--- src/rtl/ddr2cs_pkg.sv ---
package ddr2cs_pkg;
  typedef enum logic [1:0] {
    CMD_NOP = 2'd0,
    CMD_ACT = 2'd1,
    CMD_RD  = 2'd2,
    CMD_WR  = 2'd3
  } cmd_e;

  localparam int AL_MAX  = 5;
  localparam int CL_MIN  = 3;
  localparam int CL_MAX  = 6;
  localparam int LAT_MAX = AL_MAX + CL_MAX;
  localparam int LAT_W   = $clog2(LAT_MAX + 1);
  localparam int GAP_W   = 3;

  function automatic logic [2:0] clamp_al(input logic [2:0] a);
    return (a > 3'(AL_MAX)) ? 3'(AL_MAX) : a;
  endfunction

  function automatic logic [2:0] clamp_cl(input logic [2:0] c);
    if (c < 3'(CL_MIN)) return 3'(CL_MIN);
    if (c > 3'(CL_MAX)) return 3'(CL_MAX);
    return c;
  endfunction
endpackage

--- src/rtl/ddr2cs_bank_track.sv ---
module ddr2cs_bank_track #(
  parameter int NUM_BANKS = 8,
  localparam int BANK_W = $clog2(NUM_BANKS)
) (
  input  logic              clk,
  input  logic              rst_n,
  input  logic              act_req,
  input  logic [BANK_W-1:0] bank,
  output logic              bank_open
);
  logic [NUM_BANKS-1:0] open_q;

  for (genvar b = 0; b < NUM_BANKS; b++) begin : g_bank
    always_ff @(posedge clk or negedge rst_n) begin
      if (!rst_n) open_q[b] <= 1'b0;
      else if (act_req && bank == BANK_W'(b)) open_q[b] <= 1'b1;
    end
  end

  assign bank_open = open_q[bank];
endmodule

--- src/rtl/ddr2cs_col_check.sv ---
module ddr2cs_col_check
  import ddr2cs_pkg::*;
(
  input  logic clk,
  input  logic rst_n,
  input  logic col_req,
  input  logic is_wr,
  input  logic bank_open,
  input  logic bl8,
  output logic accept,
  output logic bad
);
  logic [GAP_W-1:0] gap_q;
  logic             last_wr_q;
  logic [GAP_W-1:0] half;
  logic             ccd_bad, intr_bad;

  assign half     = bl8 ? GAP_W'(4) : GAP_W'(2);
  assign ccd_bad  = gap_q < GAP_W'(2);
  assign intr_bad = (is_wr == last_wr_q) ? (bl8 && gap_q == GAP_W'(3))
                                         : (gap_q <= half);
  assign bad      = col_req && (!bank_open || ccd_bad || intr_bad);
  assign accept   = col_req && !bad;

  always_ff @(posedge clk or negedge rst_n) begin
    if (!rst_n) begin
      gap_q     <= '1;
      last_wr_q <= 1'b0;
    end else if (accept) begin
      gap_q     <= GAP_W'(1);
      last_wr_q <= is_wr;
    end else if (gap_q != '1) begin
      gap_q <= gap_q + GAP_W'(1);
    end
  end

  AST_GAP_RESTART: assert property (@(posedge clk) disable iff (!rst_n)
    accept |=> gap_q == GAP_W'(1));
endmodule

--- src/rtl/ddr2cs_lat_pipe.sv ---
module ddr2cs_lat_pipe
  import ddr2cs_pkg::*;
(
  input  logic             clk,
  input  logic             rst_n,
  input  logic             push,
  input  logic [LAT_W-1:0] lat,
  input  logic             bl8,
  output logic             valid,
  output logic [2:0]       beat,
  output logic             busy
);
  logic [LAT_MAX-1:0] sreg_q, sreg_d;
  logic [1:0]         cnt_q, last;
  logic               run_q, start;

  always_comb begin
    sreg_d = sreg_q >> 1;
    if (push) sreg_d[lat - LAT_W'(1)] = 1'b1;
  end

  assign start = sreg_q[0];
  assign last  = bl8 ? 2'd3 : 2'd1;

  always_ff @(posedge clk or negedge rst_n) begin
    if (!rst_n) begin
      sreg_q <= '0;
      run_q  <= 1'b0;
      cnt_q  <= 2'd0;
    end else begin
      sreg_q <= sreg_d;
      if (start) begin
        run_q <= 1'b1;
        cnt_q <= 2'd1;
      end else if (run_q) begin
        if (cnt_q == last) run_q <= 1'b0;
        else cnt_q <= cnt_q + 2'd1;
      end
    end
  end

  assign valid = start || run_q;
  assign beat  = start ? 3'd0 : {cnt_q, 1'b0};
  assign busy  = (|sreg_q) || run_q;

  AST_INTERRUPT_AT_BOUNDARY: assert property (@(posedge clk) disable iff (!rst_n)
    (start && run_q) |-> (bl8 && cnt_q == 2'd2));
  AST_CNT_RANGE: assert property (@(posedge clk) disable iff (!rst_n)
    run_q |-> (cnt_q != 2'd0 && cnt_q <= last));
endmodule

--- src/rtl/ddr2_col_sched.sv ---
module ddr2_col_sched
  import ddr2cs_pkg::*;
#(
  parameter int NUM_BANKS = 8,
  localparam int BANK_W = $clog2(NUM_BANKS)
) (
  input  logic              clk,
  input  logic              rst_n,
  input  logic              cmd_valid,
  input  logic [1:0]        cmd_type,
  input  logic [BANK_W-1:0] cmd_bank,
  input  logic [2:0]        cfg_al,
  input  logic [2:0]        cfg_cl,
  input  logic              cfg_bl8,
  output logic              rd_valid,
  output logic              wr_valid,
  output logic [2:0]        beat_idx,
  output logic              err_pulse
);
  cmd_e             ctype;
  logic             act_req, col_req, is_wr, bank_open, accept, bad;
  logic [2:0]       al_q, cl_q;
  logic             bl8_q, idle, err_q;
  logic [LAT_W-1:0] rl, wl;
  logic [1:0]       v, bsy;
  logic [2:0]       bt [2];

  assign ctype   = cmd_e'(cmd_type);
  assign act_req = cmd_valid && ctype == CMD_ACT;
  assign col_req = cmd_valid && (ctype == CMD_RD || ctype == CMD_WR);
  assign is_wr   = ctype == CMD_WR;

  ddr2cs_bank_track #(.NUM_BANKS(NUM_BANKS)) u_banks (
    .clk(clk), .rst_n(rst_n), .act_req(act_req), .bank(cmd_bank),
    .bank_open(bank_open));

  ddr2cs_col_check u_check (
    .clk(clk), .rst_n(rst_n), .col_req(col_req), .is_wr(is_wr),
    .bank_open(bank_open), .bl8(bl8_q), .accept(accept), .bad(bad));

  assign idle = ~|bsy;

  always_ff @(posedge clk or negedge rst_n) begin
    if (!rst_n) begin
      al_q  <= 3'd0;
      cl_q  <= 3'(CL_MIN);
      bl8_q <= 1'b0;
      err_q <= 1'b0;
    end else begin
      err_q <= bad;
      if (idle) begin
        al_q  <= clamp_al(cfg_al);
        cl_q  <= clamp_cl(cfg_cl);
        bl8_q <= cfg_bl8;
      end
    end
  end

  assign rl = LAT_W'(al_q) + LAT_W'(cl_q);
  assign wl = rl - LAT_W'(1);

  for (genvar g = 0; g < 2; g++) begin : g_dir
    ddr2cs_lat_pipe u_pipe (
      .clk(clk), .rst_n(rst_n),
      .push(accept && (is_wr == (g == 1))),
      .lat((g == 1) ? wl : rl),
      .bl8(bl8_q),
      .valid(v[g]), .beat(bt[g]), .busy(bsy[g]));
  end

  assign rd_valid  = v[0];
  assign wr_valid  = v[1];
  assign beat_idx  = v[0] ? bt[0] : bt[1];
  assign err_pulse = err_q;

  AST_NO_RW_OVERLAP: assert property (@(posedge clk) disable iff (!rst_n)
    !(rd_valid && wr_valid));
  AST_CFG_STABLE: assert property (@(posedge clk) disable iff (!rst_n)
    !idle |=> ($stable(al_q) && $stable(cl_q) && $stable(bl8_q)));
  AST_DROP_NO_WINDOW: assert property (@(posedge clk) disable iff (!rst_n)
    (col_req && !bank_open) |=> err_pulse);
endmodule

--- config.mk ---
export PLATFORM = sky130hd
export DESIGN_NAME = ddr2_col_sched
export DESIGN_NICKNAME = d
export VERILOG_FILES = /design/src/rtl/ddr2cs_pkg.sv /design/src/rtl/ddr2cs_bank_track.sv /design/src/rtl/ddr2cs_col_check.sv /design/src/rtl/ddr2cs_lat_pipe.sv /design/src/rtl/ddr2_col_sched.sv
export SDC_FILE = /design/constraint.sdc
export NUM_CORES = 1
export LEC_CHECK = 0
export ABC_AREA = 0
export CORE_AREA = 2 2 80 82
export CTS_BUF_LIST = sky130_fd_sc_hd__clkbuf_16
export CTS_CLUSTER_SIZE = 10
export DETAILED_ROUTE_END_ITERATION = 8
export DIE_AREA = 0 0 82 84
export DONT_BUFFER_PORTS = 1
export SLEW_MARGIN = 10
export SYNTH_ARGS = -nofsm -noshare
export SYNTH_HDL_FRONTEND = slang
export SYNTH_SLANG_ARGS = --single-unit
--- constraint.sdc ---
create_clock -name clk -period 2.6 [get_ports clk]
set_clock_uncertainty 0.15 [all_clocks]
set_input_delay 0 -clock clk [delete_from_list [all_inputs] [get_ports clk]]
set_output_delay 0 -clock clk [all_outputs]
set_load 0.005 [all_outputs]
# Word-level counts from Yosys, hierarchy flattened
# Cells that the tools add are included.
# totals
register_bits	48
in_bits	15
wordCells	129
# classes
bitwise_logic	3
n_eq_ne	17
n_mux	38
order_cmp	10
n_reduce_logical	35
n_addsub	6
# ops
op	n
$mux 3	11
$mux 11	2
$or 10x11->11	2
$reduce_or 11->1	2
$logic_and 1x1->1	17
$mux 1	15
$mux 2	7
$eq 3x3->1 const B	4
$lt 4x5->1 const B	2
$eq 3x2->1 const B	3
$demux 1 s4	2
$ge 4x1->1 const B	2
$sub 4x1->4 const B	2
$logic_or 1x1->1	7
$gt 3x3->1 const B	2
$lt 3x2->1 const B	2
$reduce_bool 2->1	3
$add 2x1->2 const B	2
$add 3x3->4	1
$eq 2x2->1	2
$eq 2x2->1 const B	2
$lt 3x4->1 const B	1
$ne 2x1->1 const B	2
$reduce_and 2->1	2
other kinds (11)	12

# Logic depth before layout (Yosys ltp)
# logic_depth
word_depth	10
depth_mapped	9

# By module
# From an unflattened synthesis, not the netlist that was laid out.
# hier_totals
cells_unflattened	208
area_unflattened_um2	2394.8
# by_module_without_submodules
mod	area_each_um2	instances	cells_per_inst
ddr2cs_lat_pipe at g_dir[1].u_pipe	603.1	1	52
ddr2cs_lat_pipe at g_dir[0].u_pipe	598.1	1	52
ddr2_col_sched	510.5	1	48
ddr2cs_bank_track	367.9	1	24
ddr2cs_col_check	315.3	1	32

# Worst setup path before layout
# No wires, ideal clock.
# synth_timing
path_kind	register to register
start	register cl_q[1]
end	register g_dir[0].u_pipe.sreg_q[5]
synth_period_minus_slack_ns	2.338
setup_ns	0.120
n_path_buf	1
slack_ns	0.262
t_arrival_ns	2.068
path_stages_with_launch	10
path_cell_list	dfstp_2 > inv_1 > ha_1 > inv_1 > ha_1 > fa_1 > xnor2_1 > and2_1 > buf_1 > a31o_2
# synth_via
elab_chain_len	8
# synth_lines
item	line	rtl
from (decl)	ddr2_col_sched.sv:22	logic [2:0] al_q, cl_q;
from (signal assigned)	ddr2_col_sched.sv:46	cl_q <= 3'(CL_MIN);
from (signal assigned)	ddr2_col_sched.sv:53	cl_q <= clamp_cl(cfg_cl);
$add 3x3->4 *	ddr2_col_sched.sv:59	assign rl = LAT_W'(al_q) + LAT_W'(cl_q);
$sub 4x1->4 *	ddr2cs_lat_pipe.sv:19	if (push) sreg_d[lat - LAT_W'(1)] = 1'b1;
$lt 4x5->1 (implied by the code) / $ge 4x1->1 (equally long branches)	ddr2cs_lat_pipe.sv:19	
$logic_and 1x1->1 (implied by the code)	ddr2cs_lat_pipe.sv:19	
$mux 1 (implied by the code)	ddr2cs_lat_pipe.sv:19	
$demux 1 s4 *	--	
$or 10x11->11 (no source line) *	--	
$mux 11 *	ddr2cs_lat_pipe.sv:19	
named net g_dir[0].u_pipe.sreg_d[5]	ddr2cs_lat_pipe.sv:13	logic [LAT_MAX-1:0] sreg_q, sreg_d;
to (signal assigned)	ddr2cs_lat_pipe.sv:31	sreg_q <= sreg_d;
to (decl)	ddr2cs_lat_pipe.sv:13	
# The timed path passes the listed nets; every way through them passes the cells marked *.
# A chain may end at the register's enable or synchronous reset.

# Worst setup path after layout
# layout_timing
start	register cl_q[1]
end	register g_dir[0].u_pipe.sreg_q[9]
# Same word-level chain as after synthesis.

==> reports/qor.csv <==
metric,value,unit
numCtsBuffers,5,
critical_path_class,reg -> reg,
drc_errors,0,
cts_max_path_buffers,2,
rsz0062_at_grt,no,
vias_per_cell,5.29,
diodes,0,
slew_viol_final,0,
start_util,38.8,%
hp-start,cmd_valid,
ir_worst_vdd,0.939,mV
core,6100,um^2
fp.dieH,84,um
synth_cell_types,51,
wirelength,4810,um
synth.net_count,240,
synthesis.instances,215,
min_path_cells,3,
syn-cell-area,2360,um^2
cts_sinks,48,
synth_flop_cell,dfrtp_1,
grt_start_max_net_pins,49,
drtAntennaViolNets,0,
synth_top_cell_by_area,dfrtp_1,
clock_latency,0.28,ns
grt.total_usage,15.3,%
power,3880,uW
cp.arrival,2.43,ns
cts_tree,built,
rrSetupSlack,0.19,ns
relSlewSlack,66.9,%
place_area,2410,um^2
yosysWarnings,0,
drtIter0Drc,147,
first_pass_iters,4,
grt_pass1_vias,1630,
grt_overflow,0,
areaGrowthSynthToFinish,18.2,%
ys_ff_latch,48,
fin_util,45.9,%
vias,1651,
rows,29,
avgSynthCellArea,11.0,um^2
min_period_over_period,92.6,%
r2r_end,g_dir[0].u_pipe.sreg_q[9]$_DFF_PN0_,
drive_gt1_share,16.2,%
hp-class,in -> reg,
wl_per_cell,15.4,um
fp.dieW,82,um
maxCapViolCount,0,
fillers,559,
setup_tns,0,ns
pin_count,21,
hold_viol_final,0,
dpl.hpwl,3130,um
preCtsSetupSlack,0.0627,ns
antenna_found_initial,0,
status,completed,
cts-root-buf,clkbuf_16,
cp-end-kind,register,
power_density,1390,nW/um^2
crit_start,cl_q[1]$_DFFE_PN1N_,
grt_pass1_wl,8210,um
place_congestion,0.757,
synthArstFlopShare,100,%
worstMarginPinSlew,0.493,ns
required,2.62,ns
cts.clk_slew.worst_paths,0.07,ns
holdPathEnd,g_dir[1].u_pipe.sreg_q[10]$_DFF_PN0_,
clock.fmax,415,MHz
p_leak,0.00134,uW
yosysSeqAreaShare,51.1,%
port_buffers,0,
die-area,6890,um^2
crit_path_max_fanout,7,
worst_slack,0.192,ns
r2r_cells,9,
setup_viol,0,
final_area,2800,um^2
cts.htree.levels,2,
period_minus_slack,2.41,ns
netlist_top_cells_area,"dfrtp_1 46%, a31o_1 5.6%, dfstp_2 5.6%",
cp-start-kind,register,
synth_top_area_share,45.5,%
rr_startpoint,cl_q[1]$_DFFE_PN1N_,
synth-edff-count,0,
fin_nets,259,
==> stage by stage <==
| step | hold WS [ns] | cells |
|---|---|---|
| 2_1_floorplan | -0.446 | 215 |
| 3_3_place_gp | -0.445 | 285 |
| 3_5_place_dp | -0.445 | 285 |
| 4_1_cts | 0.0129 | 312 |
| 5_1_grt | 0.0412 | 312 |
| 6_report | 0.0120 | 312 |
==> where the power goes <==
group | switching (uW) | internal [uW] | total [uW] | leakage, uW
Combinational | 1110 | 881 | 1990 | 0.000642
Clock | 268 | 449 | 716 | 0.0000850
Sequential | 167 | 1010 | 1170 | 0.000610
Total | 1550 | 2340 | 3880 | 0.00134
==> cell type report <==
type / instances / area, um^2 / area share [%]
clock inverters: 3 / 38.8 / 1.39
well taps: 77 / 96.3 / 3.45
flip-flops and latches: 48 / 1210 / 43.2
repair buffers: 23 / 250 / 8.95
inverters: 17 / 63.8 / 2.28
clock buffers: 5 / 125 / 4.48
multi-input cells: 139 / 1010 / 36.3
==> cell usage after synthesis, types with 2 or more instances <==
master / number
and2_1: 2
nor2b_1: 2
nor3_1: 6
xnor2_1: 3
inv_1: 17
dfstp_2: 5
nor2_1: 15
nor4_1: 5
clkbuf_1: 2
nand2_1: 12
xor2_1: 2
o21ai_0: 8
a21boi_0: 2
nand3_1: 2
dfrtp_1: 43
mux2i_1: 4
a31oi_1: 3
a31o_2: 9
buf_6: 4
or2_2: 4
ha_1: 9
a21o_1: 6
a21oi_1: 5
and3_1: 2
a31o_1: 15
nand2b_1: 3
==> cells by family (layout without fill, tap and decap cells) <==
family / after synthesis / after routing / synth area share [%]
buffers and inverters: 28 / 48 / 6.45
AND/OR/NAND/NOR: 61 / 61 / 13.9
flip-flops: 48 / 48 / 51.1
other: 1 / 1 / 0.159
adder cells (fa/ha/maj): 10 / 10 / 5.61
XOR/XNOR: 5 / 5 / 1.85
multiplexers: 5 / 5 / 2.33
AO/OA/AOI/OAI: 57 / 57 / 18.7
==> critical path, cell delays in order, from the launching register on <==
cell and delay, ns:
dfstp_2 0.51, inv_1 0.04, ha_1 0.26, inv_1 0.04
ha_1 0.19, fa_1 0.38, xnor2_1 0.24, nor2_1 0.07
buf_4 0.17, a31o_2 0.24
==> layer usage <==
layer / track usage, % / wire (um)
met5: 0 / 0
met4: 5.15 / 89
met3: 2.81 / 166
met2: 23.1 / 2230
met1: 22.0 / 2320
==> state kept, by name, summed over array words and instances, names as in the netlist <==
name and flops:
g_dir.u_pipe.sreg_q 22, u_banks.open_q 8, g_dir.u_pipe.cnt_q 4, al_q 3, cl_q 3, u_check.gap_q 3, g_dir.u_pipe.run_q 2, bl8_q 1
err_pulse 1, u_check.last_wr_q 1
==> repair_timing <==
item / 4_1_cts / 5_1_grt
setup buffers: 0 / 0
resized for setup: 0 / 3
endpoints found under the hold margin: 82 / 0
hold buffers: 19 / 0
setup endpoints to repair: 0 / 7
==> layout by cell type (no fill, tap or decap), types with 3 or more instances in the layout <==
| cell | netlist | layout |
|---|---|---|
| nor2_1 | 15 | 15 |
| dfrtp_1 | 43 | 43 |
| a21oi_1 | 5 | 5 |
| xnor2_1 | 3 | 3 |
| nor3_1 | 6 | 6 |
| inv_1 | 17 | 18 |
| nand2b_1 | 3 | 3 |
| mux2i_1 | 4 | 4 |
| a31oi_1 | 3 | 3 |
| clkbuf_16 | 0 | 5 |
| a31o_2 | 9 | 9 |
| dlygate4sd3_1 | 0 | 18 |
| o21ai_0 | 8 | 8 |
| nor4_1 | 5 | 5 |
| ha_1 | 9 | 9 |
| dfstp_2 | 5 | 5 |
| nand2_1 | 12 | 12 |
| or2_2 | 4 | 4 |
| buf_4 | 1 | 3 |
| a21o_1 | 6 | 6 |
| a31o_1 | 15 | 15 |
==> how the worst max path moves through the flow <==
stage | to | slack [ns] | depth (start not counted)
floorplan | g_dir[0].u_pipe.sreg_q[5]$_DFF_PN0_ | 0.26 | 9
global placement | g_dir[1].u_pipe.sreg_q[0]$_DFF_PN0_ | 0.11 | 8
detailed placement | g_dir[1].u_pipe.sreg_q[0]$_DFF_PN0_ | 0.06 | 8
CTS | g_dir[1].u_pipe.sreg_q[2]$_DFF_PN0_ | 0.04 | 8
global route | g_dir[1].u_pipe.sreg_q[7]$_DFF_PN0_ | 0.04 | 9
finish | g_dir[0].u_pipe.sreg_q[9]$_DFF_PN0_ | 0.19 | 9
(Power assumes the default switching activity.)
